**src/rtl/adc_rd_pkg.sv**
```systemverilog
package adc_rd_pkg;
  typedef enum logic [2:0] {
    ST_IDLE,
    ST_FRAME,
    ST_QUIET,
    ST_SLEEP,
    ST_WAKE
  } seq_st_t;

  typedef enum logic [1:0] {
    FK_READ,
    FK_PWRDN,
    FK_DUMMY,
    FK_DISCARD
  } frame_kind_t;

  // serial positions before the first result bit
  localparam int LEAD_BITS   = 4;
  localparam int FULL_FALLS  = 16;
  localparam int SHORT_FALLS = 12;
  // dummy frame must exceed ten falling edges
  localparam int WAKE_FALLS  = 11;
endpackage

```
**src/rtl/adc_rd_sclk_gen.sv**
```systemverilog
module adc_rd_sclk_gen #(
  parameter int CLK_DIV = 3
) (
  input  logic clk,
  input  logic rst,
  input  logic run,
  output logic sclk_o,
  output logic fall_now_o,
  output logic rise_now_o
);
  localparam int DW = (CLK_DIV > 1) ? $clog2(CLK_DIV) : 1;

  logic [DW-1:0] cnt;
  logic          tgl;

  assign tgl        = run && (cnt == DW'(CLK_DIV - 1));
  assign fall_now_o = tgl && sclk_o;
  assign rise_now_o = tgl && !sclk_o;

  always_ff @(posedge clk) begin
    if (rst || !run) begin
      cnt    <= '0;
      sclk_o <= 1'b1;
    end else if (tgl) begin
      cnt    <= '0;
      sclk_o <= ~sclk_o;
    end else begin
      cnt <= cnt + 1'b1;
    end
  end
endmodule

```
**src/rtl/adc_rd_capture.sv**
```systemverilog
module adc_rd_capture #(
  parameter int DATA_W = 10
) (
  input  logic              clk,
  input  logic              rst,
  input  logic              shift_i,
  input  logic              sdo_i,
  input  logic              emit_i,
  output logic              valid_o,
  output logic [DATA_W-1:0] data_o
);
  logic [DATA_W-1:0] shreg;

  always_ff @(posedge clk) begin
    if (rst) begin
      shreg   <= '0;
      data_o  <= '0;
      valid_o <= 1'b0;
    end else begin
      valid_o <= emit_i;
      if (shift_i) shreg  <= {shreg[DATA_W-2:0], sdo_i};
      if (emit_i)  data_o <= shreg;
    end
  end
endmodule

```
**src/rtl/adc_rd_seq.sv**
```systemverilog
module adc_rd_seq
  import adc_rd_pkg::*;
#(
  parameter int DATA_W      = 10,
  parameter int SHORT_FRAME = 0,
  parameter int QUIET_CYC   = 6,
  parameter int WAKE_CYC    = 100,
  parameter int PD_EDGE     = 5
) (
  input  logic clk,
  input  logic rst,
  input  logic start_i,
  input  logic pd_req_i,
  input  logic wake_req_i,
  input  logic fall_now_i,
  input  logic rise_now_i,
  output logic run_o,
  output logic cs_n_o,
  output logic shift_o,
  output logic emit_o,
  output logic ready_o
);
  localparam int READ_FALLS = (SHORT_FRAME != 0 && DATA_W <= 8) ? SHORT_FALLS : FULL_FALLS;
  localparam int FCW = $clog2(FULL_FALLS + 1);
  localparam int QW  = $clog2(QUIET_CYC + 1);
  localparam int WW  = $clog2(WAKE_CYC + 1);

  seq_st_t     state;
  frame_kind_t kind, go_kind;
  logic [FCW-1:0] fcnt, end_falls;
  logic [QW-1:0]  qcnt;
  logic [WW-1:0]  wcnt;
  logic pend, go, end_hit, in_win, hold_ok;

  always_comb begin
    case (kind)
      FK_PWRDN: end_falls = FCW'(PD_EDGE);
      FK_DUMMY: end_falls = FCW'(WAKE_FALLS);
      default:  end_falls = FCW'(READ_FALLS);
    endcase
  end

  assign end_hit = (state == ST_FRAME) && rise_now_i && (fcnt == end_falls);
  assign in_win  = (fcnt >= FCW'(LEAD_BITS)) && (fcnt < FCW'(LEAD_BITS + DATA_W));
  assign shift_o = (state == ST_FRAME) && (kind == FK_READ) && rise_now_i && in_win;
  assign emit_o  = end_hit && (kind == FK_READ);
  assign ready_o = (state == ST_IDLE) && !pend;
  assign hold_ok = (state == ST_SLEEP) || (state == ST_WAKE) ||
                   (((state == ST_FRAME) || (state == ST_QUIET)) && (kind != FK_READ));

  always_comb begin
    go      = 1'b0;
    go_kind = FK_READ;
    case (state)
      ST_IDLE: begin
        if (start_i || pend) begin
          go = 1'b1;
        end else if (pd_req_i) begin
          go      = 1'b1;
          go_kind = FK_PWRDN;
        end
      end
      ST_SLEEP: begin
        if (wake_req_i) begin
          go      = 1'b1;
          go_kind = FK_DUMMY;
        end
      end
      ST_WAKE: begin
        if (wcnt >= WW'(WAKE_CYC - 1) && qcnt >= QW'(QUIET_CYC - 1)) begin
          go      = 1'b1;
          go_kind = FK_DISCARD;
        end
      end
      default: ;
    endcase
  end

  always_ff @(posedge clk) begin
    if (rst) begin
      state  <= ST_IDLE;
      kind   <= FK_READ;
      cs_n_o <= 1'b1;
      run_o  <= 1'b0;
      fcnt   <= '0;
      qcnt   <= '0;
      wcnt   <= '0;
      pend   <= 1'b0;
    end else begin
      if (go) begin
        state  <= ST_FRAME;
        kind   <= go_kind;
        cs_n_o <= 1'b0;
        run_o  <= 1'b1;
        fcnt   <= '0;
        wcnt   <= '0;
      end else begin
        case (state)
          ST_FRAME: begin
            if (fall_now_i) fcnt <= fcnt + 1'b1;
            if (wcnt != WW'(WAKE_CYC)) wcnt <= wcnt + 1'b1;
            if (end_hit) begin
              cs_n_o <= 1'b1;
              run_o  <= 1'b0;
              qcnt   <= '0;
              state  <= (kind == FK_DUMMY) ? ST_WAKE : ST_QUIET;
            end
          end
          ST_QUIET: begin
            qcnt <= qcnt + 1'b1;
            if (qcnt == QW'(QUIET_CYC - 1))
              state <= (kind == FK_PWRDN) ? ST_SLEEP : ST_IDLE;
          end
          ST_WAKE: begin
            if (qcnt != QW'(QUIET_CYC)) qcnt <= qcnt + 1'b1;
            if (wcnt != WW'(WAKE_CYC))  wcnt <= wcnt + 1'b1;
          end
          default: ;
        endcase
      end
      if (state == ST_IDLE && go && go_kind == FK_READ) pend <= 1'b0;
      else if (start_i && hold_ok)                      pend <= 1'b1;
    end
  end
endmodule

```
**src/rtl/adc_rd_ctrl.sv**
```systemverilog
module adc_rd_ctrl #(
  parameter int DATA_W      = 10,
  parameter int SHORT_FRAME = 0,
  parameter int CLK_DIV     = 3,
  parameter int QUIET_CYC   = 6,
  parameter int WAKE_CYC    = 100,
  parameter int PD_EDGE     = 5
) (
  input  logic              clk,
  input  logic              rst,
  input  logic              start_i,
  input  logic              pd_req_i,
  input  logic              wake_req_i,
  input  logic              sdo_i,
  output logic              cs_n_o,
  output logic              sclk_o,
  output logic              smp_valid_o,
  output logic [DATA_W-1:0] smp_data_o,
  output logic              ready_o
);
  logic run, fall_now, rise_now, shift, emit;

  adc_rd_sclk_gen #(.CLK_DIV(CLK_DIV)) u_sclk (
    .clk        (clk),
    .rst        (rst),
    .run        (run),
    .sclk_o     (sclk_o),
    .fall_now_o (fall_now),
    .rise_now_o (rise_now)
  );

  adc_rd_seq #(
    .DATA_W      (DATA_W),
    .SHORT_FRAME (SHORT_FRAME),
    .QUIET_CYC   (QUIET_CYC),
    .WAKE_CYC    (WAKE_CYC),
    .PD_EDGE     (PD_EDGE)
  ) u_seq (
    .clk        (clk),
    .rst        (rst),
    .start_i    (start_i),
    .pd_req_i   (pd_req_i),
    .wake_req_i (wake_req_i),
    .fall_now_i (fall_now),
    .rise_now_i (rise_now),
    .run_o      (run),
    .cs_n_o     (cs_n_o),
    .shift_o    (shift),
    .emit_o     (emit),
    .ready_o    (ready_o)
  );

  adc_rd_capture #(.DATA_W(DATA_W)) u_cap (
    .clk     (clk),
    .rst     (rst),
    .shift_i (shift),
    .sdo_i   (sdo_i),
    .emit_i  (emit),
    .valid_o (smp_valid_o),
    .data_o  (smp_data_o)
  );
endmodule

```
**config.mk**
```make
export PLATFORM = sky130hd
export DESIGN_NAME = adc_rd_ctrl
export DESIGN_NICKNAME = d
export VERILOG_FILES = /design/src/rtl/adc_rd_pkg.sv /design/src/rtl/adc_rd_sclk_gen.sv /design/src/rtl/adc_rd_capture.sv /design/src/rtl/adc_rd_seq.sv /design/src/rtl/adc_rd_ctrl.sv
export SDC_FILE = /design/constraint.sdc
export NUM_CORES = 1
export LEC_CHECK = 0
export BUFFER_PORTS_ARGS = -buffer_cell sky130_fd_sc_hd__buf_2
export CAP_MARGIN = 20
export CELL_PAD_IN_SITES_DETAIL_PLACEMENT = 1
export CELL_PAD_IN_SITES_GLOBAL_PLACEMENT = 1
export CORE_MARGIN = 2
export CORE_UTILIZATION = 45
export CTS_CLUSTER_DIAMETER = 50
export DETAILED_ROUTE_END_ITERATION = 8
export PLACE_DENSITY = 0.77
export SYNTH_ARGS = -nofsm -noshare
export SYNTH_HDL_FRONTEND = slang
export SYNTH_HIERARCHICAL = 1
export SYNTH_SLANG_ARGS = --single-unit
```
**constraint.sdc**
```tcl
create_clock -name clk -period 6.6 [get_ports clk]
set_input_delay 1.32 -clock clk [delete_from_list [all_inputs] [get_ports clk]]
set_output_delay 1.32 -clock clk [all_outputs]
set_load 0.005 [all_outputs]
```
==> results.sh <==
export IMPL_status="complete, no violations"
export IMPL_fin_crit_ps=2791
export IMPL_drtAntennaViolNets=0
export IMPL_synth_edff_count=0
export IMPL_hold_viol=0
export IMPL_hold_class="flop to flop"
export IMPL_avgRoutedWirePerCell_microns=13.38
export IMPL_area_growth_syn_to_layout_pct=11.00
export IMPL_grt_pass1_wl_microns=7583
export IMPL_synth_seq_cells=47
export IMPL_start_kind="flop"
export IMPL_design_area_sq_mm=0.002461
export IMPL_clk_pin_slew_ps=90
export IMPL_yosys_most_used_dff="dfxtp_1"
export IMPL_synthCells=245
export IMPL_core_area_sq_mm=0.004723
export IMPL_power_switching_mw=0.1194
export IMPL_layout_nets=282
export IMPL_p_per_area_mw_per_mm2=204.6
export IMPL_drv_slew=0
export IMPL_final_common_cell="dfxtp_1"
export IMPL_power_frac_comb=0.060
export IMPL_p_int_mw=0.3840
export IMPL_relSlewSlack=0.5388
export IMPL_vias=1699
export IMPL_dpl_hpwl_microns=3249
export IMPL_place_area_sq_mm=0.002355
export IMPL_wirelength_microns=4442
export IMPL_num_rows=25
export IMPL_antenna_found_initial=0
export IMPL_final_util=0.5211
export IMPL_cp_data_arrival_time_ps=2970
export IMPL_grt_max_degree=32
export IMPL_drt_initial_drc_count=62
export IMPL_finalPower_mw=0.5034
export IMPL_ios=20
export IMPL_viasPerCell=5.117
export IMPL_grt_ovfl_total=0
export IMPL_synth_cell_types=45
export IMPL_ys_seq_area_frac=0.4244
export IMPL_clock_latency_ps=300
export IMPL_worstPathMaxFanout=11
export IMPL_yosysTopAreaCellShare=0.4244
export IMPL_p_sw_frac=0.2372
export IMPL_syn_nets=263
export IMPL_end_kind="flop"
export IMPL_fin_crit_sh=0.4230
export IMPL_critical_path_class="flop to flop"
export IMPL_yosys_warnings=6
export IMPL_ir_drop_mv=0.09458
export IMPL_fillers=563
export IMPL_multi_input_area_sq_mm=0.001181
export IMPL_clockPowerShare=0.361
export IMPL_tightest_slew_ps=691.9
export IMPL_synthArstFlopShare=0
export IMPL_rsz0062_at_grt="no"
export IMPL_fin_tns_setup_ps=0
export IMPL_htree_levels=2
export IMPL_drv_cap=0
export IMPL_regArea_sq_um=940.9
export IMPL_dieArea_sq_mm=0.005504
export IMPL_skew_ps=9.891
export IMPL_antenna_cells=0
export IMPL_die_h_microns=74.19
export IMPL_ctsLongestPathBuffers=2
export IMPL_cts_hold_buf=0
export IMPL_drive_gt1_frac=0.1321
export IMPL_cts_root_buf="clkbuf_8"
export IMPL_required_ps=6780
export IMPL_synth_area_leaders="dfxtp_1, mux2i_1, nor2_1, ha_1, xor2_1"
export IMPL_drtPass1Iterations=4
export IMPL_port_buffers=19
export IMPL_layout_common_cells="dfxtp_1, nor2_1, mux2i_1"
export IMPL_max_freq_mhz=358.2
export IMPL_drc=0
export IMPL_cts_made_buffers=5
export IMPL_post_cts_resized=0
export IMPL_leakage_nw=0.9386
export IMPL_initial_core_util=0.4694
export IMPL_clkSinkCount=47
export IMPL_p_seq_frac=0.579
export IMPL_die_x_microns=74.19
export IMPL_synth_top_cell_by_area="dfxtp_1"
export IMPL_netlist_area_sq_mm=0.002217
export IMPL_first_global_vias=1632
export IMPL_cts_setup_buffers=0
export IMPL_synth_avg_cell_area_sq_um=9.049
export IMPL_gp_congestion=0.7788
export IMPL_setup_violations=0
export IMPL_cts_tree="done"
export IMPL_grt_use_total=0.1797
[synth_stat cells (2+ instances only)]
cell type   n
nand2b_1    6
nor2b_1     3
and2_1      5
buf_4       2
inv_1      12
clkbuf_1    2
ha_1       12
nor3b_1     2
dfxtp_1    47
a21oi_1    12
xor2_1      8
nand3_1     4
and3_1      3
mux2i_1    21
a21o_1      3
nand4_1     4
nor3_1      6
xnor2_1     5
o21ai_0     8
nand2_1    12
or3_1       2
buf_2       3
nor2_1     41
[worst max-delay path, cell delays in order (launching register included)]
cell	delay, ps
dfxtp_1	320
inv_1	50
ha_1	250
nand2_1	80
nor2_1	100
or4b_1	540
nor3_2	360
and2_1	630
mux2i_1	270
nor2_1	60
[metrics by stage]
step	hold WS [ps]	cells	worst slack, ps
after detailed placement	420.4	323	3587
after global placement	407.9	322	3615
after CTS	433.2	331	3797
after global routing	449.8	332	3595
final	426.7	332	3809
after floorplan	397.5	245	3891
[layer usage]
metal,track usage,share of wire,vias up
met2,0.2827,0.45,15
met1,0.2387,0.51,807
li1,-,-,872
met3,0.04878,0.025,5
met4,0.06263,0.015,0
met5,0,0,-
[registers in the layout (all words and copies together), names as in the netlist]
register,flops
u_cap/data_o,10
u_cap/shreg,10
u_cap/valid_o,1
u_sclk/cnt,2
u_sclk/sclk_o,1
u_seq/cs_n_o,1
u_seq/fcnt,5
u_seq/kind,2
u_seq/pend,1
u_seq/qcnt,3
u_seq/run_o,1
u_seq/state,3
u_seq/wcnt,7
[layout make-up]
class / count / area share
multi-input combinational: 176 / 0.4799
sequential: 47 / 0.3823
timing repair buffer: 21 / 0.04372
tap: 67 / 0.03406
clock buffer: 6 / 0.03355
inverter: 13 / 0.01983
clock inverter: 2 / 0.006609
[power by group through the flow]
| stage | clock [mW] | combinational, mW | sequential, mW |
|---|---|---|---|
| final | 0.182 | 0.0303 | 0.292 |
| after global routing | 0.202 | 0.0349 | 0.293 |
| after CTS | 0.187 | 0.0308 | 0.292 |
| after detailed placement | 0 | 0.0306 | 0.298 |
| after global placement | 0 | 0.0301 | 0.298 |
| after floorplan | 0 | 0.0240 | 0.296 |
[cell families after synthesis]
kind of cell / after synthesis / synth area share
xor gates and xnor gates: 13 / 0.05135
muxes: 21 / 0.09481
buffers and inverters: 22 / 0.04570
AOI/OAI and AO/OA: 34 / 0.09933
and+or+nand+nor: 96 / 0.2167
adders and majority gates: 12 / 0.06772
DFF: 47 / 0.4244
[final timing paths]
check                                         startpoint                      endpoint  slack (ps)  depth (start not counted)
worst max register to register  u_sclk/cnt[0]$_SDFF_PP0_  u_cap/data_o[5]$_SDFFE_PP0P_        3810                          9
worst min-delay path            u_sclk/cnt[0]$_SDFF_PP0_      u_sclk/cnt[0]$_SDFF_PP0_         430                          1
worst min register to register  u_sclk/cnt[0]$_SDFF_PP0_      u_sclk/cnt[0]$_SDFF_PP0_         430                          1
worst max-delay path            u_sclk/cnt[0]$_SDFF_PP0_  u_cap/data_o[5]$_SDFFE_PP0P_        3810                          9
(Power assumes the default switching activity.)
